`config.mk`:
```
export PLATFORM = sky130hd
export DESIGN_NAME = trig_rbit_unit
export DESIGN_NICKNAME = d
export VERILOG_FILES = /design/src/rtl/trb_pkg.sv /design/src/rtl/trb_edge_sync.sv /design/src/rtl/trb_path.sv /design/src/rtl/trig_rbit_unit.sv
export SDC_FILE = /design/constraint.sdc
export NUM_CORES = 1
export LEC_CHECK = 0
export CAP_MARGIN = 0
export CORE_MARGIN = 5
export CORE_UTILIZATION = 45
export DETAILED_ROUTE_END_ITERATION = 10
export PLACE_DENSITY = 0.68
export SLEW_MARGIN = 20
export SYNTH_ARGS = -nofsm -noshare
export SYNTH_HDL_FRONTEND = slang
export SYNTH_SLANG_ARGS = --single-unit
```
`constraint.sdc`:
```
create_clock -name clk -period 1.9 [get_ports clk]
set_clock_uncertainty 0.15 [all_clocks]
set_input_delay 0.57 -clock clk [delete_from_list [all_inputs] [get_ports clk]]
set_output_delay 0.57 -clock clk [all_outputs]
set_load 0.005 [all_outputs]
```
`src/rtl/trb_pkg.sv`:
```
package trb_pkg;
  typedef struct packed {
    logic done;
    logic bitv;
  } path_res_t;
endpackage

```
`src/rtl/trb_edge_sync.sv`:
```
module trb_edge_sync #(
  parameter int STAGES = 2
) (
  input  logic clk,
  input  logic rst_n,
  input  logic clr_i,
  input  logic async_i,
  output logic rise_o
);
  logic [STAGES-1:0] chain_q;
  logic              prev_q;

  always_ff @(posedge clk or negedge rst_n) begin
    if (!rst_n) begin
      chain_q <= '0;
      prev_q  <= 1'b0;
    end else if (clr_i) begin
      chain_q <= '0;
      prev_q  <= 1'b0;
    end else begin
      chain_q <= {chain_q[STAGES-2:0], async_i};
      prev_q  <= chain_q[STAGES-1];
    end
  end

  assign rise_o = chain_q[STAGES-1] & ~prev_q;
endmodule

```
`src/rtl/trb_path.sv`:
```
module trb_path
  import trb_pkg::*;
#(
  parameter int SYNC_STAGES = 2,
  parameter int CNT_W       = 8
) (
  input  logic      clk,
  input  logic      rst_n,
  input  logic      clr_i,
  input  logic      det_i,
  output path_res_t res_o
);
  logic             rise;
  logic [CNT_W-1:0] cnt_q;
  path_res_t        res_q;

  trb_edge_sync #(.STAGES(SYNC_STAGES)) u_sync (
    .clk     (clk),
    .rst_n   (rst_n),
    .clr_i   (clr_i),
    .async_i (det_i),
    .rise_o  (rise)
  );

  always_ff @(posedge clk or negedge rst_n) begin
    if (!rst_n) begin
      cnt_q <= '0;
    end else if (clr_i) begin
      cnt_q <= '0;
    end else begin
      cnt_q <= cnt_q + 1'b1;
    end
  end

  always_ff @(posedge clk or negedge rst_n) begin
    if (!rst_n) begin
      res_q <= '0;
    end else if (clr_i) begin
      res_q <= '0;
    end else if (rise && !res_q.done) begin
      res_q.done <= 1'b1;
      res_q.bitv <= ^cnt_q;
    end
  end

  assign res_o = res_q;
endmodule

```
`src/rtl/trig_rbit_unit.sv`:
```
module trig_rbit_unit
  import trb_pkg::*;
#(
  parameter int NUM_PATHS   = 2,
  parameter int SYNC_STAGES = 2,
  parameter int CNT_W       = 8
) (
  input  logic                 clk,
  input  logic                 rst_n,
  input  logic                 trig_i,
  input  logic [NUM_PATHS-1:0] det_i,
  output logic                 rbit_valid_o,
  output logic                 rbit_data_o,
  input  logic                 rbit_ready_i,
  output logic                 aux_o
);
  logic [NUM_PATHS-1:0] done_v;
  logic [NUM_PATHS-1:0] bit_v;
  logic                 all_done;
  logic                 mixed;
  logic                 issued_q;
  logic                 valid_q;
  logic                 data_q;
  logic                 aux_q;

  for (genvar g = 0; g < NUM_PATHS; g++) begin : g_path
    path_res_t res;
    trb_path #(.SYNC_STAGES(SYNC_STAGES), .CNT_W(CNT_W)) u_path (
      .clk   (clk),
      .rst_n (rst_n),
      .clr_i (trig_i),
      .det_i (det_i[g]),
      .res_o (res)
    );
    assign done_v[g] = res.done;
    assign bit_v[g]  = res.bitv;
  end

  assign all_done = &done_v;
  assign mixed    = ^bit_v;

  always_ff @(posedge clk or negedge rst_n) begin
    if (!rst_n) begin
      valid_q  <= 1'b0;
      data_q   <= 1'b0;
      aux_q    <= 1'b0;
      issued_q <= 1'b0;
    end else if (trig_i) begin
      valid_q  <= 1'b0;
      issued_q <= 1'b0;
    end else begin
      if (valid_q && rbit_ready_i) valid_q <= 1'b0;
      if (all_done && !issued_q) begin
        valid_q  <= 1'b1;
        data_q   <= mixed;
        aux_q    <= mixed;
        issued_q <= 1'b1;
      end
    end
  end

  assign rbit_valid_o = valid_q;
  assign rbit_data_o  = data_q;
  assign aux_o        = aux_q;
endmodule

```
=== After elaboration in Yosys (flattened, before gate mapping) ===
Cells that the tools add are included.

* Bits in registers: 29
* Input port bits: 6
* Output and inout bits: 3
* Word-level logic and storage cells: 51

* Add/sub/neg operators: 2
* Muxes and demuxes: 15
* Bitwise logic cells: 5
* Reductions and logical operators: 16

{| class="wikitable"
|+ Operators with widths
! operator !! number
|-
| $add 8x1->8 const B || 2
|-
| $mux 8 || 2
|-
| $reduce_xor 8->1 || 2
|-
| $mux 2 || 6
|-
| $mux 1 || 7
|-
| $reduce_bool 2->1 || 3
|-
| $logic_and 1x1->1 || 4
|-
| $reduce_and 2->1 || 2
|-
| $logic_not 1->1 || 3
|-
| $not 1->1 || 3
|-
| $reduce_bool 3->1 || 1
|-
| $and 1x1->1 || 2
|-
| $reduce_xor 2->1 || 1
|}

=== Logic depth before layout (Yosys ltp) ===
Gate-level depths: netlist of the first run.

* Depth after elaboration: 5
* Depth in mapped cells: 4
* Depth with buffers taken out: 4

=== Cells and area by module ===
From an unflattened synthesis of the first run, not the netlist that was laid out.

* Cells, all modules: 115
* Area total of the unflattened synthesis: 1350.0 µm²

{| class="wikitable"
|+ By module, submodules not included
! module !! times used !! cells an instance !! area each (µm²) !! sequential area each (µm²)
|-
| trb_path || 2 || 45 || 501.7 || 250.2
|-
| trb_edge_sync || 2 || 7 || 102.6 || 75.1
|-
| trig_rbit_unit || 1 || 11 || 141.4 || 75.1
|}

=== Worst setup path before layout of the first run ===
No wires, ideal clock.

* Kind: flip-flop to flip-flop
* Start: register g_path[0].u_path.cnt_q[0]
* End: register g_path[0].u_path.res_q, in the netlist g_path[0].u_path.res_o[0]
* Library setup time: 126 ps
* Data arrival time: 1382 ps
* Data required time: 1624 ps
* Path slack: 243 ps
* Cell stages (with the launch flop): 4
* Buffers on the path: 0
* Clock period less this slack: 1657 ps
* Path through: dfrtp_1 ha_1 xnor3_1 a221o_1

* Longest elaborated chain between the ends: 3

{| class="wikitable"
|+ RTL lines
! element !! line !! source
|-
| from (decl) || trb_path.sv:14 || <nowiki>logic [CNT_W-1:0] cnt_q;</nowiki>
|-
| from (signal assigned) || trb_path.sv:31 || <nowiki>cnt_q <= cnt_q + 1'b1;</nowiki>
|-
| $reduce_xor 8->1 || trb_path.sv:42 || <nowiki>res_q.bitv <= ^cnt_q;</nowiki>
|-
| $mux 2 || trb_path.sv:40 || <nowiki>end else if (rise && !res_q.done) begin</nowiki>
|-
| $mux 2 || trb_path.sv:38 || <nowiki>end else if (clr_i) begin</nowiki>
|-
| to (decl) || trb_path.sv:15 || <nowiki>path_res_t res_q;</nowiki>
|}

Every way passes these cells. The select of a mux whose other input is x is not followed.
A chain may end at the register's enable or synchronous reset.

=== Worst setup path after layout of the first run ===
Same ends and word-level chain as after synthesis.

==> impl_results.md, run 1 <==
* Share of layout cells above drive strength 1 at 15.0%
* Clk buf depth at 2
* Final core utilization at 54.7%
* Design area at 0.00153 mm²
* Fill count at 249
* Boundary Pins at 9
* Status: complete, no violations
* CTS buffer count at 5
* Cell Area, Synth at 0.00135 mm²
* FP Rows at 19
* CTS tree: done
* Async SR Flop Fraction at 100%
* Synth Area per Inst at 11.7 µm²
* Count of cell types in the netlist at 25
* PortBufs at 8
* Slew HR at 76.1%
* PD cells at 716 mW/mm²
* VDD IR max at 0.491 mV
* Seq/Total Area, Yosys at 53.9%
* HP Class: flip-flop to flip-flop
* Placed cell area at 0.00149 mm²
* HPWL after detailed placement at 1590 µm
* WP data arrival at 1800 ps
* H-Tree Depth at 2
* Overall Global Routing Usage at 12.3%
* Count leader, synth: dfrtp_1
* Setup violations, final at 0
* RSZ-0062 raised after global routing: no
* Worst Setup End Kind: flip-flop
* EDFF count, synth at 0
* Most frequent cells after synthesis: dfrtp_1, nor2_1, nor2b_1
* First-pass GRT wire length at 3880 µm
* Die Ht at 64.7 µm
* Area growth, synth to finish at 13.8%
* Largest net degree at the start of global routing at 30
* Synth area leader: dfrtp_1
* Post-CTS Hold Fix Bufs at 0
* Drt initial violations at 10
* CP bufs+invs at 0
* Chip width at 64.7 µm
* Sink Count at 29
* Minimum clock period at 1750 ps
* Predominant post-synthesis flop cell: dfrtp_1
* Critical path's largest stage delay at 430 ps
* Hold WS at 328 ps
* Vias in the first global route at 878
* DRT antenna net count at 0
* Initial antenna violation count at 0
* Leakage at 0.714 nW
* Clk_lat worst skew at 310 ps
* Synth area leaders: dfrtp_1, ha_1, nor2b_1
* Crit Path Max Fanout at 3
* Max Freq at 0.572 GHz
* Clock transition at path regs at 80 ps
* Final hold violations at 0
* # DRC at 0
* Overflow after GRT at 0
* Setup Buffers After CTS at 0
* Top cell type's share of synthesized area at 53.9%
* WL final at 2160 µm
* Vias per inst at 5.23
* Nets at 144
* Worst EP required at 1960 ps
* Mapped Nets at 127
* RePlAce Congestion at 0.714
* Wire per inst at 13.2 µm
* Slowest CP cell: xnor3_1
* Startpoint Class: flip-flop
* Delay-heaviest family, CP: XOR/XNOR gates
* Slew @ Worst Pin at 359 ps
* Via count at 857
* Yosys warns at 0
* DRT Pass-1 Iters at 2
* Initial core utilization at 48.0%
* Die area at 0.00419 mm²
* Max Slew Vio Count at 0
* Cell Chain, Critical Path: ha_1, xnor3_1, a221o_1
* Tot Pwr at 1.10 mW
* Core area at 0.00281 mm²
* Post-route clock period utilization at 92.0%
* Mapped Cells at 115
* Ant diodes at 0
* #FFs+latches synth at 29
* CTS Root Cell: clkbuf_4
* Max-Cap Viols at 0
* Setup Crit Path Kind: flip-flop to flip-flop
## timing repair
item / in CTS / in global routing
hold endpoints to repair: 0 / 0
gates resized for setup: 3 / 0
setup endpoints to repair: 3 / 0
## placed cells by master (no fill, tap or decap)
| cell | n |
|---|---|
| clkbuf_4 | 5 |
| buf_4 | 6 |
| nor2b_1 | 10 |
| nor4b_2 | 2 |
| nor3_1 | 3 |
| ha_1 | 6 |
| nand3_2 | 2 |
| mux2_2 | 1 |
| o21ai_0 | 2 |
| xnor2_1 | 4 |
| or4_4 | 2 |
| a21o_1 | 1 |
| dlygate4sd2_1 | 3 |
| clkbuf_1 | 3 |
| a21oi_1 | 5 |
| or3_1 | 2 |
| a221o_1 | 2 |
| inv_1 | 2 |
| o31ai_1 | 2 |
| xor2_1 | 7 |
| or3b_1 | 2 |
| clkdlybuf4s50_1 | 5 |
| nor2_1 | 14 |
| xnor3_1 | 2 |
| nand2_1 | 7 |
| a21oi_2 | 2 |
| dfrtp_1 | 29 |
| nand3_1 | 2 |
## path summary, 6_finish.rpt
kind,start,endpoint,slack (ps),cells past startpoint
worst min register to register,g_path[0].u_path.u_sync.chain_q[0],g_path[0].u_path.u_sync.chain_q[1],330,1
worst max register to register,g_path[0].u_path.cnt_q[0],g_path[0].u_path.res_o[0],150,3
worst max-delay path,g_path[0].u_path.cnt_q[0],g_path[0].u_path.res_o[0],150,3
min in group asynchronous,rst_n,g_path[1].u_path.cnt_q[5],480,2
max in group asynchronous,rst_n,g_path[1].u_path.u_sync.chain_q[0],860,2
worst min-delay path,g_path[0].u_path.u_sync.chain_q[0],g_path[0].u_path.u_sync.chain_q[1],330,1
## power by group
group | switching, mW | internal, mW | total [mW]
Combinational | 0.0501 | 0.0561 | 0.106
Clock | 0.192 | 0.147 | 0.339
Sequential | 0.0163 | 0.637 | 0.654
Total | 0.258 | 0.841 | 1.10
## area by class of cell
type                            count  area, µm²  area share [%]
Clock buffer                        8       48.8            3.18
Inverter                            2       7.51           0.489
Multi-Input combinational cell     80        592            38.6
Sequential cell                    29        726            47.3
Tap cell                           31       38.8            2.53
Timing Repair Buffer               14        121            7.91
## per-stage QoR
stage          TNS [ps]  setup slack (ps)  instances
5_1_grt               0              65.1        164
2_1_floorplan         0               243        115
6_report              0               152        164
3_5_place_dp      -13.0             -9.14        156
4_1_cts               0               147        164
3_3_place_gp          0              25.3        156
## routing by layer
metal / GRT usage, % / share of wire, %
met1: 13.6 / 44
met2: 20.4 / 51
met3: 4.84 / 3.6
met4: 6.33 / 2.0
met5: 0 / 0
## cells by family after synthesis
kind of cell | count (synthesis) | synth area share, %
AO/OA/AOI/OAI | 14 | 7.06
AND/OR/NAND/NOR | 46 | 20.0
flip-flops | 29 | 53.9
buffers and inverters | 6 | 2.23
adder cells (fa/ha/maj) | 6 | 5.57
XOR/XNOR | 13 | 10.5
multiplexers | 1 | 0.836
## flip-flops by register name, summed over array words and instances (netlist names)
signal / flops
aux_o: 1
g_path.u_path.res_o: 4
g_path.u_path.u_sync.chain_q: 4
issued_q: 1
g_path.u_path.u_sync.prev_q: 2
g_path.u_path.cnt_q: 16
rbit_valid_o: 1
No activity file was read; power rests on OpenSTA's default activity.
==> inputs of run 2 (changes only) <==
--- a/config.mk
+++ b/config.mk
@@ -9,7 +9,7 @@
 export CORE_MARGIN = 5
 export CORE_UTILIZATION = 45
 export DETAILED_ROUTE_END_ITERATION = 10
-export PLACE_DENSITY = 0.68
+export PLACE_DENSITY_LB_ADDON = 0.12
 export SLEW_MARGIN = 20
 export SYNTH_ARGS = -nofsm -noshare
 export SYNTH_HDL_FRONTEND = slang
==> impl_results.md, run 2 (synthesis results as in run 1) <==
* Status: complete, no violations (unchanged)
* # DRC at 0 (unchanged)
* GR Util met1 at 15.6% (was 13.6%)
* Slew HR at 75.6% (was 76.1%)
* Hold WS at 320 ps (was 328 ps)
* Crit Path Max Fanout at 3 (unchanged)
* Worst EP required at 1950 ps (was 1960 ps)
* Vias per inst at 5.25 (was 5.23)
* Post-route clock period utilization at 90.2% (was 92.0%)
* Slowest CP cell: xnor3_1 (unchanged)
* Die area at 0.00419 mm² (unchanged)
* Overflow after GRT at 0 (unchanged)
* CTS tree: done (unchanged)
* Wire per inst at 13.3 µm (was 13.2 µm)
* HP Class: flip-flop to flip-flop (unchanged)
* H-Tree Depth at 2 (unchanged)
* CP startpoint: g_path[0].u_path.cnt_q[0] (unchanged)
* Worst Setup End Kind: flip-flop (unchanged)
* Worst R2R Start: g_path[0].u_path.cnt_q[0] (unchanged)
* DRT antenna net count at 0 (unchanged)
* First-pass GRT wire length at 4130 µm (was 3880 µm)
* Final hold violations at 0 (unchanged)
* CTS buffer count at 5 (unchanged)
* Critical path's largest stage delay at 420 ps (was 430 ps)
* Setup Buffers After CTS at 0 (unchanged)
* Initial antenna violation count at 0 (unchanged)
* Worst hold start: g_path[1].u_path.u_sync.chain_q[0] (was g_path[0].u_path.u_sync.chain_q[0])
* Chip width at 64.7 µm (unchanged)
* RSZ-0062 raised after global routing: no (unchanged)
* Met3 usage at 4.32% (was 4.84%)
* Setup violations, final at 0 (unchanged)
* Commonest cells after routing, fill and taps aside: dfrtp_1, nor2_1, nor2b_1 (unchanged)
* Via count at 861 (was 857)
* Clock transition at path regs at 90 ps (was 80 ps)
* HPWL after detailed placement at 1600 µm (was 1590 µm)
* Initial core utilization at 48.0% (unchanged)
* Setup Crit Path Kind: flip-flop to flip-flop (unchanged)
* Max Freq at 0.584 GHz (was 0.572 GHz)
* VDD IR max at 0.445 mV (was 0.491 mV)
* Vias in the first global route at 945 (was 878)
* Max-Cap Viols at 0 (unchanged)
* Nets at 145 (was 144)
* Ant diodes at 0 (unchanged)
* Gr busiest metal: met2 (unchanged)
* Flip-flop and latch area at 726 µm² (unchanged)
* Clk buf depth at 2 (unchanged)
* Largest net degree at the start of global routing at 30 (unchanged)
* Largest register FFs at 16 (unchanged)
* Area growth, synth to finish at 14.9% (was 13.8%)
* Cell Chain, Critical Path: ha_1, xnor3_1, a221o_1 (unchanged)
* Biggest register: g_path.u_path.cnt_q (unchanged)
* Max Slew Vio Count at 0 (unchanged)
* RePlAce Congestion at 0.743 (was 0.714)
* Share of layout cells above drive strength 1 at 16.5% (was 15.0%)
* WL final at 2190 µm (was 2160 µm)
* Leakage at 0.724 nW (was 0.714 nW)
* FP Rows at 19 (unchanged)
* Met2 Use GR at 20.9% (was 20.4%)
* Die Ht at 64.7 µm (unchanged)
* Slew @ Worst Pin at 367 ps (was 359 ps)
* PD cells at 727 mW/mm² (was 716 mW/mm²)
* Minimum clock period at 1710 ps (was 1750 ps)
* Most common cell after layout, fill and taps aside: dfrtp_1 (unchanged)
* CTS Root Cell: clkbuf_4 (unchanged)
* Core area at 0.00281 mm² (unchanged)
* PortBufs at 8 (unchanged)
* Area occupied by multi-input gates at 592 µm² (unchanged)
* Drt initial violations at 39 (was 10)
* DRT Pass-1 Iters at 4 (was 2)
* Boundary Pins at 9 (unchanged)
* Non-Filler Instances at 164 (unchanged)
* WP data arrival at 1760 ps (was 1800 ps)
* Post-placement cell count at 157 (was 156)
* Fill count at 266 (was 249)
* Clk_lat worst skew at 310 ps (about the same)
* Sink Count at 29 (unchanged)
* Overall Global Routing Usage at 13.1% (was 12.3%)
* Startpoint Class: flip-flop (unchanged)
-- run 2: changes by cell type in the layout (fill, tap and decap cells not counted), sizes merged --
cell / change
buf: +1
clkbuf: -1
-- run 2: through the flow --
stage          TNS [ps]  power, mW  cell area (µm²)  util (%)  setup slack, ps
3_5_place_dp      -51.9      0.776             1500      53.3            -38.7
4_1_cts               0       1.15             1550      55.2              178
2_1_floorplan         0      0.728             1350         -              243
5_1_grt               0       1.20             1550      55.2              137
6_report              0       1.12             1550      55.2              186
3_3_place_gp          0      0.774             1500      53.3             11.5
-- run 2: cell type report --
type / instances / area share, %
inverter: 2 / 0.485
clock buffer: 7 / 3.56
timing repair buffer: 15 / 8.33
sequential: 29 / 46.9
multi-input combinational: 80 / 38.2
tap: 31 / 2.51
-- run 2: per-layer routing --
layer  up-vias  part of all wire, %
met5         -                    0
met4         0                  2.5
met3         6                  3.2
met2        10                   49
met1       419                   45
li1        426                    -
-- run 2: timing repair --
action / 4_1_cts / 5_1_grt
resized for setup: 3 / 0
hold buffers: 0 / 0
endpoints found under the setup margin: 3 / 0
-- run 2: worst max-delay path, delay by kind of cell (launching register included) --
| family | cells | cell delay [ps] |
|---|---|---|
| AO/OA/AOI/OAI | 1 | 330 |
| XOR/XNOR | 1 | 420 |
| adder cells (fa/ha/maj) | 1 | 300 |
| flip-flops | 1 | 410 |
-- run 2: path summary, 6_finish.rpt --
kind / to / slack [ps] / depth (start not counted)
max reg2reg: g_path[0].u_path.res_o[0] / 190 / 3
min: g_path[1].u_path.u_sync.chain_q[1] / 320 / 1
max in group asynchronous: g_path[0].u_path.cnt_q[1] / 850 / 2
max: g_path[0].u_path.res_o[0] / 190 / 3
min in group asynchronous: g_path[0].u_path.cnt_q[3] / 480 / 2
min reg2reg: g_path[1].u_path.u_sync.chain_q[1] / 320 / 1
-- run 2: power breakdown --
group,leakage (nW),internal (mW),total [mW],switching (mW)
clock network,0.0314,0.174,0.365,0.191
logic,0.297,0.0568,0.106,0.0494
registers,0.395,0.637,0.653,0.0159
total,0.724,0.869,1.12,0.256
==> inputs of run 3 (changes only) <==
--- a/config.mk
+++ b/config.mk
@@ -9,6 +9,7 @@
 export CORE_MARGIN = 5
 export CORE_UTILIZATION = 45
 export DETAILED_ROUTE_END_ITERATION = 10
+export MAX_ROUTING_LAYER = met4
 export PLACE_DENSITY_LB_ADDON = 0.12
 export SLEW_MARGIN = 20
 export SYNTH_ARGS = -nofsm -noshare
==> impl_results.md, run 3 (synthesis results as in run 1) <==
* Largest net degree at the start of global routing at 30 (unchanged)
* Setup violations, final at 0 (unchanged)
* Status: complete, no violations (unchanged)
* Clock transition at path regs at 90 ps (about the same)
* Final hold violations at 0 (unchanged)
* Core area at 0.00281 mm² (unchanged)
* PD cells at 727 mW/mm² (about the same)
* Delay-heaviest family, CP: XOR/XNOR gates (unchanged)
* Hold Path Sink: g_path[1].u_path.u_sync.chain_q[1] (unchanged)
* Initial core utilization at 48.0% (unchanged)
* Initial antenna violation count at 0 (unchanged)
* Placed cell area at 0.00150 mm² (unchanged)
* Slowest CP cell: xnor3_1 (unchanged)
* Clk buf depth at 2 (unchanged)
* Max Freq at 0.584 GHz (about the same)
* First-pass GRT wire length at 4150 µm (was 4130 µm)
* CTS buffer count at 5 (unchanged)
* Via count at 864 (was 861)
* Final core utilization at 55.2% (unchanged)
* Clk_lat worst skew at 310 ps (about the same)
* # DRC at 0 (unchanged)
* Worst R2R Start: g_path[0].u_path.cnt_q[0] (unchanged)
* Setup Crit Path Kind: flip-flop to flip-flop (unchanged)
* Boundary Pins at 9 (unchanged)
* Worst Setup End Kind: flip-flop (unchanged)
* Post-CTS Hold Fix Bufs at 0 (unchanged)
* PortBufs at 8 (unchanged)
* Die area at 0.00419 mm² (unchanged)
* CTS Root Cell: clkbuf_4 (unchanged)
* CTS tree: done (unchanged)
* Leakage at 0.724 nW (unchanged)
* Flip-flop and latch area at 726 µm² (unchanged)
* Slew HR at 75.6% (about the same)
* Post-placement cell count at 157 (unchanged)
* HPWL after detailed placement at 1600 µm (unchanged)
* Hold depth at 1 (unchanged)
* R2r endpoint: g_path[0].u_path.res_o[0] (unchanged)
* Nets at 145 (unchanged)
* HP Class: flip-flop to flip-flop (unchanged)
* Die Ht at 64.7 µm (unchanged)
* Tot Pwr at 1.12 mW (about the same)
* Worst hold start: g_path[1].u_path.u_sync.chain_q[0] (unchanged)
* Drt initial violations at 37 (was 39)
* Overall Global Routing Usage at 13.5% (was 13.1%)
* Critical path's largest stage delay at 420 ps (about the same)
* H-Tree Depth at 2 (unchanged)
* Largest register FFs at 16 (unchanged)
* FP Rows at 19 (unchanged)
* Non-Filler Instances at 164 (unchanged)
* Design area at 0.00155 mm² (unchanged)
* Worst EP required at 1950 ps (about the same)
* Area occupied by multi-input gates at 592 µm² (unchanged)
* Vias in the first global route at 944 (was 945)
* Reg2Reg Depth at 3 (unchanged)
* Slew @ Worst Pin at 367 ps (about the same)
* Biggest register: g_path.u_path.cnt_q (unchanged)
* RSZ-0062 raised after global routing: no (unchanged)
* Setup Buffers After CTS at 0 (unchanged)
* Post-route clock period utilization at 90.2% (about the same)
* Minimum clock period at 1710 ps (about the same)
* Startpoint Class: flip-flop (unchanged)
* Cell Chain, Critical Path: ha_1, xnor3_1, a221o_1 (unchanged)
* DRT Pass-1 Iters at 4 (unchanged)
* CP bufs+invs at 0 (unchanged)
* Most common cell after layout, fill and taps aside: dfrtp_1 (unchanged)
* FF-to-FF setup slack at 190 ps (about the same)
* Overflow after GRT at 0 (unchanged)
* Commonest cells after routing, fill and taps aside: dfrtp_1, nor2_1, nor2b_1 (unchanged)
* Chip width at 64.7 µm (unchanged)
* Max Slew Vio Count at 0 (unchanged)
* WL final at 2190 µm (about the same)
* Crit Path Max Fanout at 3 (unchanged)
* VDD IR max at 0.445 mV (about the same)
* DRT antenna net count at 0 (unchanged)
* WP data arrival at 1760 ps (about the same)
* Sink Count at 29 (unchanged)
* Wire per inst at 13.3 µm (about the same)
* Fill count at 266 (unchanged)
* Ant diodes at 0 (unchanged)
* Max-Cap Viols at 0 (unchanged)
* Share of layout cells above drive strength 1 at 16.5% (unchanged)
* Vias per inst at 5.27 (was 5.25)
* RePlAce Congestion at 0.753 (was 0.743)
* Area growth, synth to finish at 14.9% (unchanged)
## run 3: what timing repair did
item / in CTS / in global routing
endpoints found under the hold margin: 0 / 0
gates resized for setup: 3 / 0
endpoints found under the setup margin: 3 / 0
## run 3: worst max path at each step
stage                                          from                        end  slack, ps  depth (start not counted)
after CTS                                     aux_o                      aux_o        180                          1
after floorplan           g_path[0].u_path.cnt_q[0]  g_path[0].u_path.res_o[0]        240                          3
after detailed placement                     trig_i  g_path[1].u_path.res_o[0]        -40                          4
final                     g_path[0].u_path.cnt_q[0]  g_path[0].u_path.res_o[0]        190                          3
after global routing      g_path[0].u_path.cnt_q[0]  g_path[0].u_path.res_o[0]        140                          4
after global placement                       trig_i  g_path[0].u_path.res_o[0]         10                          4
## run 3: area by class of cell
| type | instances | share of cell area [%] |
|---|---|---|
| Clock buffer | 7 | 3.56 |
| Tap cell | 31 | 2.51 |
| Inverter | 2 | 0.485 |
| Timing Repair Buffer | 15 | 8.33 |
| Sequential cell | 29 | 46.9 |
| Multi-Input combinational cell | 80 | 38.2 |
## run 3: routing by layer
layer	share of wire [%]	vias to the layer above	GRT usage (%)
met5	0	-	-
met4	2.5	0	7.12
met3	3.2	6	4.32
met2	49	10	20.8
met1	45	423	15.8
li1	-	425	-
## run 3: report_power, final
part	internal (mW)	switching (mW)
Combinational	0.0568	0.0495
Sequential	0.637	0.0159
Clock	0.174	0.191
## run 3: per-stage QoR
step	setup TNS [ps]	hold WS, ps	setup slack (ps)
2_1_floorplan	0	124	243
3_3_place_gp	0	301	11.5
3_5_place_dp	-51.9	305	-38.7
4_1_cts	0	325	178
5_1_grt	0	355	137
6_report	0	320	187
## run 3: worst reg2reg max path, cell delays in order, from the launching register on
cell     delay [ps]
dfrtp_1         410
ha_1            300
xnor3_1         420
a221o_1         330
